**config.mk**
```make
export PLATFORM = sky130hd
export DESIGN_NAME = b3zs_rx_decoder
export DESIGN_NICKNAME = d
export VERILOG_FILES = /design/src/rtl/b3zs_pkg.sv /design/src/rtl/b3zs_edge_sampler.sv /design/src/rtl/b3zs_sym_decoder.sv /design/src/rtl/b3zs_align_pipe.sv /design/src/rtl/b3zs_lcv_counters.sv /design/src/rtl/b3zs_rx_decoder.sv
export SDC_FILE = /design/constraint.sdc
export NUM_CORES = 1
export LEC_CHECK = 0
export ABC_AREA = 1
export CAP_MARGIN = 20
export CORE_ASPECT_RATIO = 1.75
export CORE_MARGIN = 2
export CORE_UTILIZATION = 42
export CTS_CLUSTER_SIZE = 30
export DETAILED_ROUTE_END_ITERATION = 10
export GPL_ROUTABILITY_DRIVEN = 0
export GPL_TIMING_DRIVEN = 0
export PLACE_DENSITY = 0.63
export SETUP_SLACK_MARGIN = 0.3
export SLEW_MARGIN = 25
export SYNTH_ARGS = -nofsm -noshare
export SYNTH_HDL_FRONTEND = slang
export SYNTH_SLANG_ARGS = --single-unit
```
**constraint.sdc**
```tcl
create_clock -name clk_i -period 2.1 [get_ports clk_i]
set_input_delay 0.42 -clock clk_i [delete_from_list [all_inputs] [get_ports clk_i]]
set_output_delay 0.42 -clock clk_i [all_outputs]
set_load 0.1 [all_outputs]
```
**src/rtl/b3zs_pkg.sv**
```systemverilog
package b3zs_pkg;
  // Look-ahead window: a violation can reach back two bit times to the balancing mark
  localparam int WIN = 3;
  localparam int CLR_STAGE = 2;

  typedef struct packed {
    logic pos;
    logic neg;
  } rail_t;

  typedef enum logic [1:0] {
    SYM_SPACE = 2'd0,
    SYM_MARK  = 2'd1,
    SYM_VIOL  = 2'd2,
    SYM_BOTH  = 2'd3
  } sym_e;
endpackage

```
**src/rtl/b3zs_edge_sampler.sv**
```systemverilog
module b3zs_edge_sampler
  import b3zs_pkg::*;
(
  input  logic  clk_i,
  input  logic  rst_ni,
  input  logic  fall_sel_i,
  input  rail_t rail_i,
  output rail_t rail_o
);
  rail_t rise_q, fall_q, fall_rt_q;

  always_ff @(posedge clk_i or negedge rst_ni) begin
    if (!rst_ni) rise_q <= '0;
    else         rise_q <= rail_i;
  end

  always_ff @(negedge clk_i or negedge rst_ni) begin
    if (!rst_ni) fall_q <= '0;
    else         fall_q <= rail_i;
  end

  // retime falling capture so both modes have equal latency
  always_ff @(posedge clk_i or negedge rst_ni) begin
    if (!rst_ni) fall_rt_q <= '0;
    else         fall_rt_q <= fall_q;
  end

  assign rail_o = fall_sel_i ? fall_rt_q : rise_q;
endmodule

```
**src/rtl/b3zs_sym_decoder.sv**
```systemverilog
module b3zs_sym_decoder
  import b3zs_pkg::*;
#(
  parameter int ZRUN_W = 2
) (
  input  logic  clk_i,
  input  logic  rst_ni,
  input  rail_t rail_i,
  output logic  bit_o,
  output logic  lcv_o,
  output logic  clr_b_o,
  output logic  v_ok_o,
  output logic  both_o
);
  localparam logic [ZRUN_W-1:0] ZRUN_MAX = '1;
  localparam logic [ZRUN_W-1:0] ZRUN_ONE = ZRUN_W'(1);
  localparam logic [ZRUN_W-1:0] ZRUN_TWO = ZRUN_W'(2);

  logic [ZRUN_W-1:0] zrun_q;
  logic              ref_ok_q;
  logic              last_neg_q;
  sym_e              sym;
  logic              v_00v, v_b0v, bad_v, zero_lcv;

  always_comb begin
    if (rail_i.pos && rail_i.neg)     sym = SYM_BOTH;
    else if (!rail_i.pos && !rail_i.neg) sym = SYM_SPACE;
    else if (ref_ok_q && (rail_i.neg == last_neg_q)) sym = SYM_VIOL;
    else                              sym = SYM_MARK;
  end

  assign v_00v    = (sym == SYM_VIOL) && (zrun_q == ZRUN_TWO);
  assign v_b0v    = (sym == SYM_VIOL) && (zrun_q == ZRUN_ONE);
  assign bad_v    = (sym == SYM_VIOL) && !v_00v && !v_b0v;
  assign zero_lcv = (sym == SYM_SPACE) && (zrun_q == ZRUN_TWO);

  assign bit_o   = (sym == SYM_BOTH) || (sym == SYM_MARK) || bad_v;
  assign lcv_o   = (sym == SYM_BOTH) || bad_v || zero_lcv;
  assign clr_b_o = v_b0v;
  assign v_ok_o  = v_00v || v_b0v;
  assign both_o  = (sym == SYM_BOTH);

  always_ff @(posedge clk_i or negedge rst_ni) begin
    if (!rst_ni) begin
      zrun_q     <= '0;
      ref_ok_q   <= 1'b0;
      last_neg_q <= 1'b0;
    end else begin
      unique case (sym)
        SYM_BOTH: begin
          zrun_q   <= '0;
          ref_ok_q <= 1'b0;
        end
        SYM_MARK, SYM_VIOL: begin
          zrun_q     <= '0;
          ref_ok_q   <= 1'b1;
          last_neg_q <= rail_i.neg;
        end
        default: if (zrun_q != ZRUN_MAX) zrun_q <= zrun_q + 1'b1;
      endcase
    end
  end

  AST_ZERO_RUN_LCV: assert property (@(posedge clk_i) disable iff (!rst_ni)
    ($past(zrun_q) == ZRUN_TWO && zrun_q == ZRUN_MAX) |-> $past(lcv_o)) else $error("zero run");
endmodule

```
**src/rtl/b3zs_align_pipe.sv**
```systemverilog
module b3zs_align_pipe
  import b3zs_pkg::*;
(
  input  logic clk_i,
  input  logic rst_ni,
  input  logic bit_i,
  input  logic lcv_i,
  input  logic clr_i,
  output logic bit_o,
  output logic lcv_o
);
  logic [WIN-1:0] bit_q, lcv_q;

  always_ff @(posedge clk_i or negedge rst_ni) begin
    if (!rst_ni) begin
      bit_q[0] <= 1'b0;
      lcv_q[0] <= 1'b0;
    end else begin
      bit_q[0] <= bit_i;
      lcv_q[0] <= lcv_i;
    end
  end

  for (genvar i = 1; i < WIN; i++) begin : g_stage
    always_ff @(posedge clk_i or negedge rst_ni) begin
      if (!rst_ni) begin
        bit_q[i] <= 1'b0;
        lcv_q[i] <= 1'b0;
      end else begin
        lcv_q[i] <= lcv_q[i-1];
        if (i == CLR_STAGE) bit_q[i] <= bit_q[i-1] & ~clr_i;
        else                bit_q[i] <= bit_q[i-1];
      end
    end
  end

  assign bit_o = bit_q[WIN-1];
  assign lcv_o = lcv_q[WIN-1];
endmodule

```
**src/rtl/b3zs_lcv_counters.sv**
```systemverilog
module b3zs_lcv_counters #(
  parameter int CNT_W = 16
) (
  input  logic             clk_i,
  input  logic             rst_ni,
  input  logic             lcv_i,
  input  logic             tick_i,
  output logic [CNT_W-1:0] cnt_o,
  output logic [CNT_W-1:0] sec_o
);
  localparam logic [CNT_W-1:0] MAXV = '1;

  logic [CNT_W-1:0] cnt_q, acc_q, sec_q;

  always_ff @(posedge clk_i or negedge rst_ni) begin
    if (!rst_ni) begin
      cnt_q <= '0;
      acc_q <= '0;
      sec_q <= '0;
    end else begin
      if (lcv_i && cnt_q != MAXV) cnt_q <= cnt_q + 1'b1;
      if (tick_i) begin
        sec_q <= acc_q;
        acc_q <= CNT_W'(lcv_i);
      end else if (lcv_i && acc_q != MAXV) begin
        acc_q <= acc_q + 1'b1;
      end
    end
  end

  assign cnt_o = cnt_q;
  assign sec_o = sec_q;

  AST_CNT_SAT: assert property (@(posedge clk_i) disable iff (!rst_ni)
    ($past(cnt_q) == MAXV) |-> (cnt_q == MAXV)) else $error("cnt sat");
  AST_CNT_HOLD: assert property (@(posedge clk_i) disable iff (!rst_ni)
    !$past(lcv_i) |-> (cnt_q == $past(cnt_q))) else $error("cnt hold");
  AST_TICK_RESTART: assert property (@(posedge clk_i) disable iff (!rst_ni)
    $past(tick_i) |-> (acc_q <= CNT_W'(1))) else $error("tick restart");
endmodule

```
**src/rtl/b3zs_rx_decoder.sv**
```systemverilog
module b3zs_rx_decoder
  import b3zs_pkg::*;
#(
  parameter int CNT_W = 16
) (
  input  logic             clk_i,
  input  logic             rst_ni,
  input  logic             fall_edge_i,
  input  logic             rx_pos_i,
  input  logic             rx_neg_i,
  input  logic             sec_tick_i,
  output logic             data_o,
  output logic             lcv_o,
  output logic [CNT_W-1:0] lcv_count_o,
  output logic [CNT_W-1:0] lcv_sec_o
);
  rail_t rail_in, rail_smp;
  logic  dec_bit, dec_lcv, dec_clr, dec_v_ok, dec_both;

  assign rail_in = '{pos: rx_pos_i, neg: rx_neg_i};

  b3zs_edge_sampler u_smp (
    .clk_i      (clk_i),
    .rst_ni     (rst_ni),
    .fall_sel_i (fall_edge_i),
    .rail_i     (rail_in),
    .rail_o     (rail_smp)
  );

  b3zs_sym_decoder #(.ZRUN_W(2)) u_dec (
    .clk_i   (clk_i),
    .rst_ni  (rst_ni),
    .rail_i  (rail_smp),
    .bit_o   (dec_bit),
    .lcv_o   (dec_lcv),
    .clr_b_o (dec_clr),
    .v_ok_o  (dec_v_ok),
    .both_o  (dec_both)
  );

  b3zs_align_pipe u_pipe (
    .clk_i  (clk_i),
    .rst_ni (rst_ni),
    .bit_i  (dec_bit),
    .lcv_i  (dec_lcv),
    .clr_i  (dec_clr),
    .bit_o  (data_o),
    .lcv_o  (lcv_o)
  );

  b3zs_lcv_counters #(.CNT_W(CNT_W)) u_cnt (
    .clk_i  (clk_i),
    .rst_ni (rst_ni),
    .lcv_i  (lcv_o),
    .tick_i (sec_tick_i),
    .cnt_o  (lcv_count_o),
    .sec_o  (lcv_sec_o)
  );

  AST_VIOL_OUT_ZERO: assert property (@(posedge clk_i) disable iff (!rst_ni)
    $past(dec_v_ok, WIN) |-> (!data_o && !lcv_o)) else $error("valid V output");
  AST_B0V_CLEAR: assert property (@(posedge clk_i) disable iff (!rst_ni)
    $past(dec_clr) |-> !data_o) else $error("balancing mark not cleared");
  AST_BOTH_OUT: assert property (@(posedge clk_i) disable iff (!rst_ni)
    $past(dec_both, WIN) |-> (data_o && lcv_o)) else $error("both rails");
endmodule

```
======== Word level (Yosys, flattened, before mapping) ========
Index checks and enable logic that the tools add are counted.
word-level totals
  flip-flop bits (word level) ............. 64
  input port bits ......................... 6
  output and inout bits ................... 34
  logic and storage cells ................. 65
operators by class
  add/sub/neg operators ................... 3
  equal/unequal tests ..................... 9
  mux-type cells .......................... 9
  bitwise operators ....................... 2
  reduce and logical (&&, ||, !) cells .... 24
operator list
  kind                                                                   number
  16-bit by 1-bit adder with 16-bit output, second input constant        2
  16-bit two-way mux                                                     2
  16-bit != test, second input constant                                  2
  2-bit two-way mux                                                      6
  1-bit logical AND                                                      10
  2-bit equality test, second input constant                             3
  2-bit nonzero test                                                     3
  2-bit by 1-bit equality test with 1-bit output, second input constant  2
  1-bit zero test                                                        4
  1-bit logical OR                                                       4
  3-bit OR reduction                                                     1
  2-bit by 1-bit adder with 2-bit output, second input constant          1
  2-bit zero test                                                        1
  2-bit != test, second input constant                                   1
  1-bit one-hot mux with 2 select lines                                  1
  2-bit OR reduction                                                     1
  1-bit bitwise AND                                                      1
  1-bit equality test                                                    1
  1-bit inverter                                                         1

======== Depth between registers and ports, before layout ========
Gate-level depths: netlist of the first run.
  word-level depth ........................ 13
  depth in mapped cells ................... 10
  gate-level depth less buffers ........... 10

======== Cells and area by module ========
Synthesis of the first run repeated with hierarchy kept, for this count alone.
unflattened totals
  cell total of the unflattened synthesis .. 420
  area total of the unflattened synthesis .. 3,285.7 um^2
by module, submodules not included
  module             instances  cells an instance  area an instance (um^2)  seq. area each (um^2)
  b3zs_lcv_counters  1          353                2,605.0                  1,201.2
  b3zs_sym_decoder   1          46                 344.1                    100.1
  b3zs_edge_sampler  1          13                 176.4                    150.1
  b3zs_align_pipe    1          8                  160.2                    150.1

==> results of run 1 <==
-- per-stage QoR --
step	setup slack (ns)	instance area (um^2)	hold WS (ns)	utilization	setup TNS, ns
floorplan	0.3198	3211	0.1244	-	0
global placement	-2.457	3701	0.3346	0.4960	-104.24
detailed placement	-0.08000	3726	0.2876	0.4993	-0.2319
CTS	0.3177	4073	0.1141	0.5458	0
global route	0.2986	4129	0.1366	0.5533	0
finish	0.3287	4129	0.1103	0.5533	0
-- flip-flops by register name, indices dropped and copies added, names as in the netlist --
signal,flops
u_cnt.acc_q,16
u_cnt.cnt_o,16
u_cnt.sec_o,16
u_dec.zrun_q,2
u_pipe.bit_q,2
u_pipe.lcv_q,2
u_smp.fall_q,2
u_smp.fall_rt_q,2
u_smp.rise_q,2
u_dec.last_neg_q,1
u_dec.ref_ok_q,1
u_pipe.bit_o,1
u_pipe.lcv_o,1
-- layout by cell type (no fill, tap or decap), drive strengths merged --
master,instances
nor3,2
dlygate4sd3,1
dfrtn,2
nand2,146
clkdlybuf4s50,2
buf,9
ha,9
nand3,18
xor2,10
nand4,17
or2,3
bufinv,1
o21bai,1
dfrtp,62
nor2,42
dlymetal6s2s,1
a21oi,3
inv,41
clkinvlp,2
clkbuf,15
a211oi,1
xnor2,4
clkdlybuf4s15,34
clkinv,3
a21boi,2
o21ai,28
-- cell type report --
class,instances,area share
clock inverter,6,0.01455
buffer,10,0.01485
tap,88,0.02667
timing repair buffer,42,0.1152
multi-input combinational,286,0.3421
inverter,41,0.03727
sequential,64,0.3939
clock buffer,10,0.05545
-- worst paths after layout --
kind                                   endpoint  slack [ns]  depth (start not counted)
worst max-delay path             lcv_count_o[0]        0.33                          1
worst min-delay path             u_cnt.acc_q[0]        0.11                          2
worst max register to register   u_cnt.acc_q[3]        0.42                          9
worst min register to register     u_pipe.lcv_o        0.34                          0
max in group asynchronous       u_smp.fall_q[1]        0.81                          2
min in group clk_i                 u_pipe.lcv_o        0.34                          0
-- cells by family after synthesis --
| logic type | count (synthesis) | share of synthesized area |
|---|---|---|
| and+or+nand+nor | 228 | 0.2992 |
| DFF | 64 | 0.5026 |
| buffers and inverters | 51 | 0.06517 |
| AOI/OAI and AO/OA | 35 | 0.05929 |
| xor gates and xnor gates | 14 | 0.03847 |
| adders and majority gates | 9 | 0.03534 |
-- power breakdown --
group | internal, uW | switching, uW
Clock | 911 | 535
Combinational | 234 | 713
Sequential | 1360 | 113
-- per-layer routing --
layer	track usage	vias up	part of all wire
met5	0	-	0
met4	0.1082	0	0.045
met3	0.04146	25	0.037
met2	0.3363	64	0.54
met1	0.2003	1309	0.38
li1	-	1370	-
-- what timing repair did --
action | 4_1_cts | 5_1_grt
hold buffers | 1 | 0
gates cloned | 0 | 0
resized for setup | 105 | 14
buffers inserted | 0 | 2
endpoints found under the setup margin | 47 | 29
pin swaps | 0 | 3
hold endpoints to repair | 11 | 0
==> results_dict.tcl, run 1 <==
set metrics [dict create \
    syn_area_um2 3187 \
    rows 42 \
    instances_no_fill 547 \
    n_antenna_cell 0 \
    grt.total_usage 0.1885 \
    critPathRequiredTime_ns 1.68 \
    fin_crit_ns 1.771 \
    ys_warn_count 0 \
    first_pass_iters 4 \
    final_hold_viol_count 0 \
    cts_tree "done" \
    antenna_found_initial 0 \
    cts_buffer_depth 2 \
    regToRegStartpoint "u_cnt.acc_q[0]" \
    die_area_um2 8328 \
    ir_worst_vdd_uv 564.6 \
    cts.clk_slew.worst_paths_ns 0.05 \
    nFillCells 708 \
    path_max_fanout 6 \
    crit_path_end_kind "output pin" \
    vias_per_cell 5.060 \
    initial_core_util 0.4271 \
    crit_buf_inv 1 \
    cts-root-buf "clkbuf_16" \
    clkSinkCount 64 \
    crit_chain "clkdlybuf4s15_2" \
    area_growth_pct 29.56 \
    postSynthAreaPerCell_um2 7.947 \
    numCtsBuffers 9 \
    port_buffers 38 \
    path_class "register to output pin" \
    cp_top_family "buffers and inverters" \
    design.core.area_um2 7462 \
    synthTopCellsByCount "nand2_1 (144), dfrtp_1 (62), inv_1 (40), nor2_1 (37), o21ai_0 (27)" \
    status "complete, no violations" \
    crit_arrival_ns 1.35 \
    final_nets 469 \
    power_uw 3861 \
    slew_headroom 0.6347 \
    ys.flop_type "dfrtp_1" \
    multi_input_area_um2 1413 \
    synth_top_area_cell "dfrtp_1" \
    period_share 0.8435 \
    insertion_delay_ns 0.34 \
    drt_wl_total_um 7413 \
    setup_viol 0 \
    synthArstFlopShare 1.000 \
    grt_max_degree 53 \
    clock-skew-final_ns 0.007382 \
    leakage_uw 0.001882 \
    start_kind "register" \
    hpwl_um 5365 \
    yosys.area.top_type_share 0.4868 \
    placedCellCount 528 \
    maxSlewViolCount 0 \
    grt_pass1_vias 2663 \
    vias 2768 \
    syn_inst 401 \
    synth_enable_flop_cells 0 \
    cts_htree_levels 3 \
    drt_iter0_drc 156 \
    tightest_slew_ns 0.5506 \
    rsz0062_at_grt "yes" \
    seq_area_um2 1627 \
    die_height_um 119.2 \
    ant_nets 0 \
    synth_area_leaders "dfrtp_1 (49%), nand2_1 (17%), inv_1 (4.7%)" \
    grt_first_pass_wirelength_um 12230 \
    cpPeakStageDelay_ns 0.57 \
    synthMostInstantiatedCell "nand2_1" \
    pin_count 40 \
    drive_above_1_share 0.2026 \
    clock.fmax_ghz 0.5646 \
    p_per_area_nw_per_um2 935.1 \
    grt_overflow 0 \
    synth_fp_nets 416 \
    hold_class "input pin to asynchronous set/reset pin" \
    seq_area_frac_synth 0.5026 \
    ys_seq_elements 64 \
    route.detailed.drc 0 \
    yosysUniqueCellTypes 26 \
    startpoint "u_cnt.cnt_o[0]" \
    die_w_um 69.85 \
    drv_cap 0 \
    wl_per_cell_um 13.55 \
    slowest_stage "clkdlybuf4s15_2" \
]
Note: power is estimated with default switching activity, not from simulation.
==> run 2, diff against run 1 <==
Clock period 2.1 ns to 1.7 ns, I/O delays scaled along.
==> run 2 against run 1 <==
  * Wire length rose by 22%
  * Global-route usage increased by 2.6 points
  * Critical path type is now register to register
  * Hold slack improved by 0.15 ns
  * Largest power group unchanged
  * Largest cell class is now multi-input combinational cells
==> results_dict.tcl, run 2 (synthesis gave the netlist of run 1 again) <==
set metrics [dict create \
    cpPeakStageDelay_ns 0.44 \
    initial_core_util 0.4271 \
    layout_commonest_cell "nand2_1" \
    cts-root-buf "clkbuf_16" \
    cp_top_family "simple AND/OR/NAND/NOR gates" \
    insertion_delay_ns 0.34 \
    vias 3073 \
    drive_above_1_share 0.3868 \
    grt.total_usage 0.2141 \
    numCtsBuffers 9 \
    rsz0062_at_grt "yes" \
    p_per_area_nw_per_um2 1102 \
    drt_wl_total_um 9027 \
    die_height_um 119.2 \
    grt_max_degree 39 \
    design.core.area_um2 7462 \
    final_hold_viol_count 0 \
    grt_overflow 0 \
    leakage_uw 0.002311 \
    status "complete, no violations" \
    area_growth_pct 48.49 \
    rows 42 \
    vias_per_cell 5.235 \
    worst_hold_slack_ns 0.2565 \
    crit_path_end_kind "register" \
    clkSinkCount 64 \
    cts_buffer_depth 2 \
    grt_pass1_vias 3008 \
    fin_crit_ns 1.564 \
    crit_chain "nand2_1 > nor2_4 > nand2_4 > buf_6 > o21ai_4 > buf_6 > nand2_1 > o21ai_1" \
    power_uw 5212 \
    first_pass_iters 4 \
    nFillCells 604 \
    hpwl_um 5564 \
    crit_arrival_ns 1.82 \
    cts.clk_slew.worst_paths_ns 0.05 \
    final_nets 509 \
    cts_tree "done" \
    post_dp_cell_area_um2 3782 \
    antenna_found_initial 0 \
    route.detailed.drc 0 \
    hold_class "input pin to register" \
    n_antenna_cell 0 \
    clock-skew-final_ns 0.006451 \
    setup_viol 0 \
    period_share 0.9203 \
    path_class "register to register" \
    tightest_slew_ns 0.5741 \
    grt_first_pass_wirelength_um 13710 \
    critPathRequiredTime_ns 1.95 \
    wl_per_cell_um 15.38 \
    crit_buf_inv 2 \
    clock.fmax_ghz 0.6392 \
    slowest_stage "dfrtp_4" \
    ir_worst_vdd_uv 695.3 \
    drt_iter0_drc 187 \
    multi_input_area_um2 1664 \
    die_w_um 69.85 \
    drv_cap 0 \
    port_buffers 38 \
    finalSetupTns_ns 0 \
    layout_common_cells "nand2_1 (109), buf_4 (53), dfrtp_1 (42)" \
    ant_nets 0 \
    seq_area_um2 1649 \
    maxSlewViolCount 0 \
    die_area_um2 8328 \
    cts_htree_levels 3 \
    design_area_um2 4732 \
    slew_headroom 0.6173 \
    pin_count 40 \
    path_max_fanout 5 \
    start_kind "register" \
]
## run 2: cell count changes in the layout (fill, tap and decap cells not counted), moves of 7 or more
cell	before	now
o21ai_1	0	7
buf_6	1	20
nand2_2	3	28
nand2_4	0	9
o21ai_0	25	12
clkdlybuf4s15_2	34	0
dfrtp_4	2	9
buf_4	6	53
nand2_1	143	109
## run 2: per-layer routing
layer,global-route usage,vias to the layer above,share of wire
met2,0.3935,98,0.54
met4,0.1358,0,0.050
li1,-,1451,-
met3,0.04653,35,0.042
met1,0.2110,1489,0.36
met5,0,-,0
## run 2: final cells by class
type                            count  share of cell area
Multi-Input combinational cell    286              0.3517
Clock inverter                      5            0.006875
Clock buffer                       11             0.05130
Inverter                           41             0.03411
Tap cell                           88             0.02327
Timing Repair Buffer               82              0.1666
Buffer                             10             0.01772
Sequential cell                    64              0.3485
## run 2: repair_timing
item / in CTS / in global routing
cloned: 4 / 1
resized for setup: 264 / 71
setup buffers: 24 / 12
hold buffers: 2 / 0
endpoints found under the hold margin: 24 / 0
setup endpoints to repair: 74 / 43
pin swaps: 14 / 20
## run 2: report_power, final
group	internal (uW)	switching, uW	total (uW)
clock	1020	662	1680
combinational	617	1100	1710
sequential	1680	137	1820
## run 2: worst paths after layout
path,from,to,slack [ns],depth (start not counted)
setup / recovery,u_cnt.cnt_o[4],u_cnt.cnt_o[5],0.14,8
hold / removal,rx_neg_i,u_smp.rise_q[0],0.26,1
setup reg to reg,u_cnt.cnt_o[4],u_cnt.cnt_o[5],0.14,8
hold reg to reg,u_pipe.lcv_q[0],u_pipe.lcv_q[1],0.35,0
max in group asynchronous,rst_ni,u_smp.fall_q[1],0.45,2
min in group asynchronous,rst_ni,u_dec.zrun_q[0],0.54,3
## run 2: metrics by stage
step	util	instances	worst slack, ns
after global placement	0.5045	527	-2.583
after floorplan	-	401	0.1080
final	0.6341	587	0.1355
after global routing	0.6341	587	0.06593
after detailed placement	0.5069	528	-0.3745
after CTS	0.5882	574	0.1842
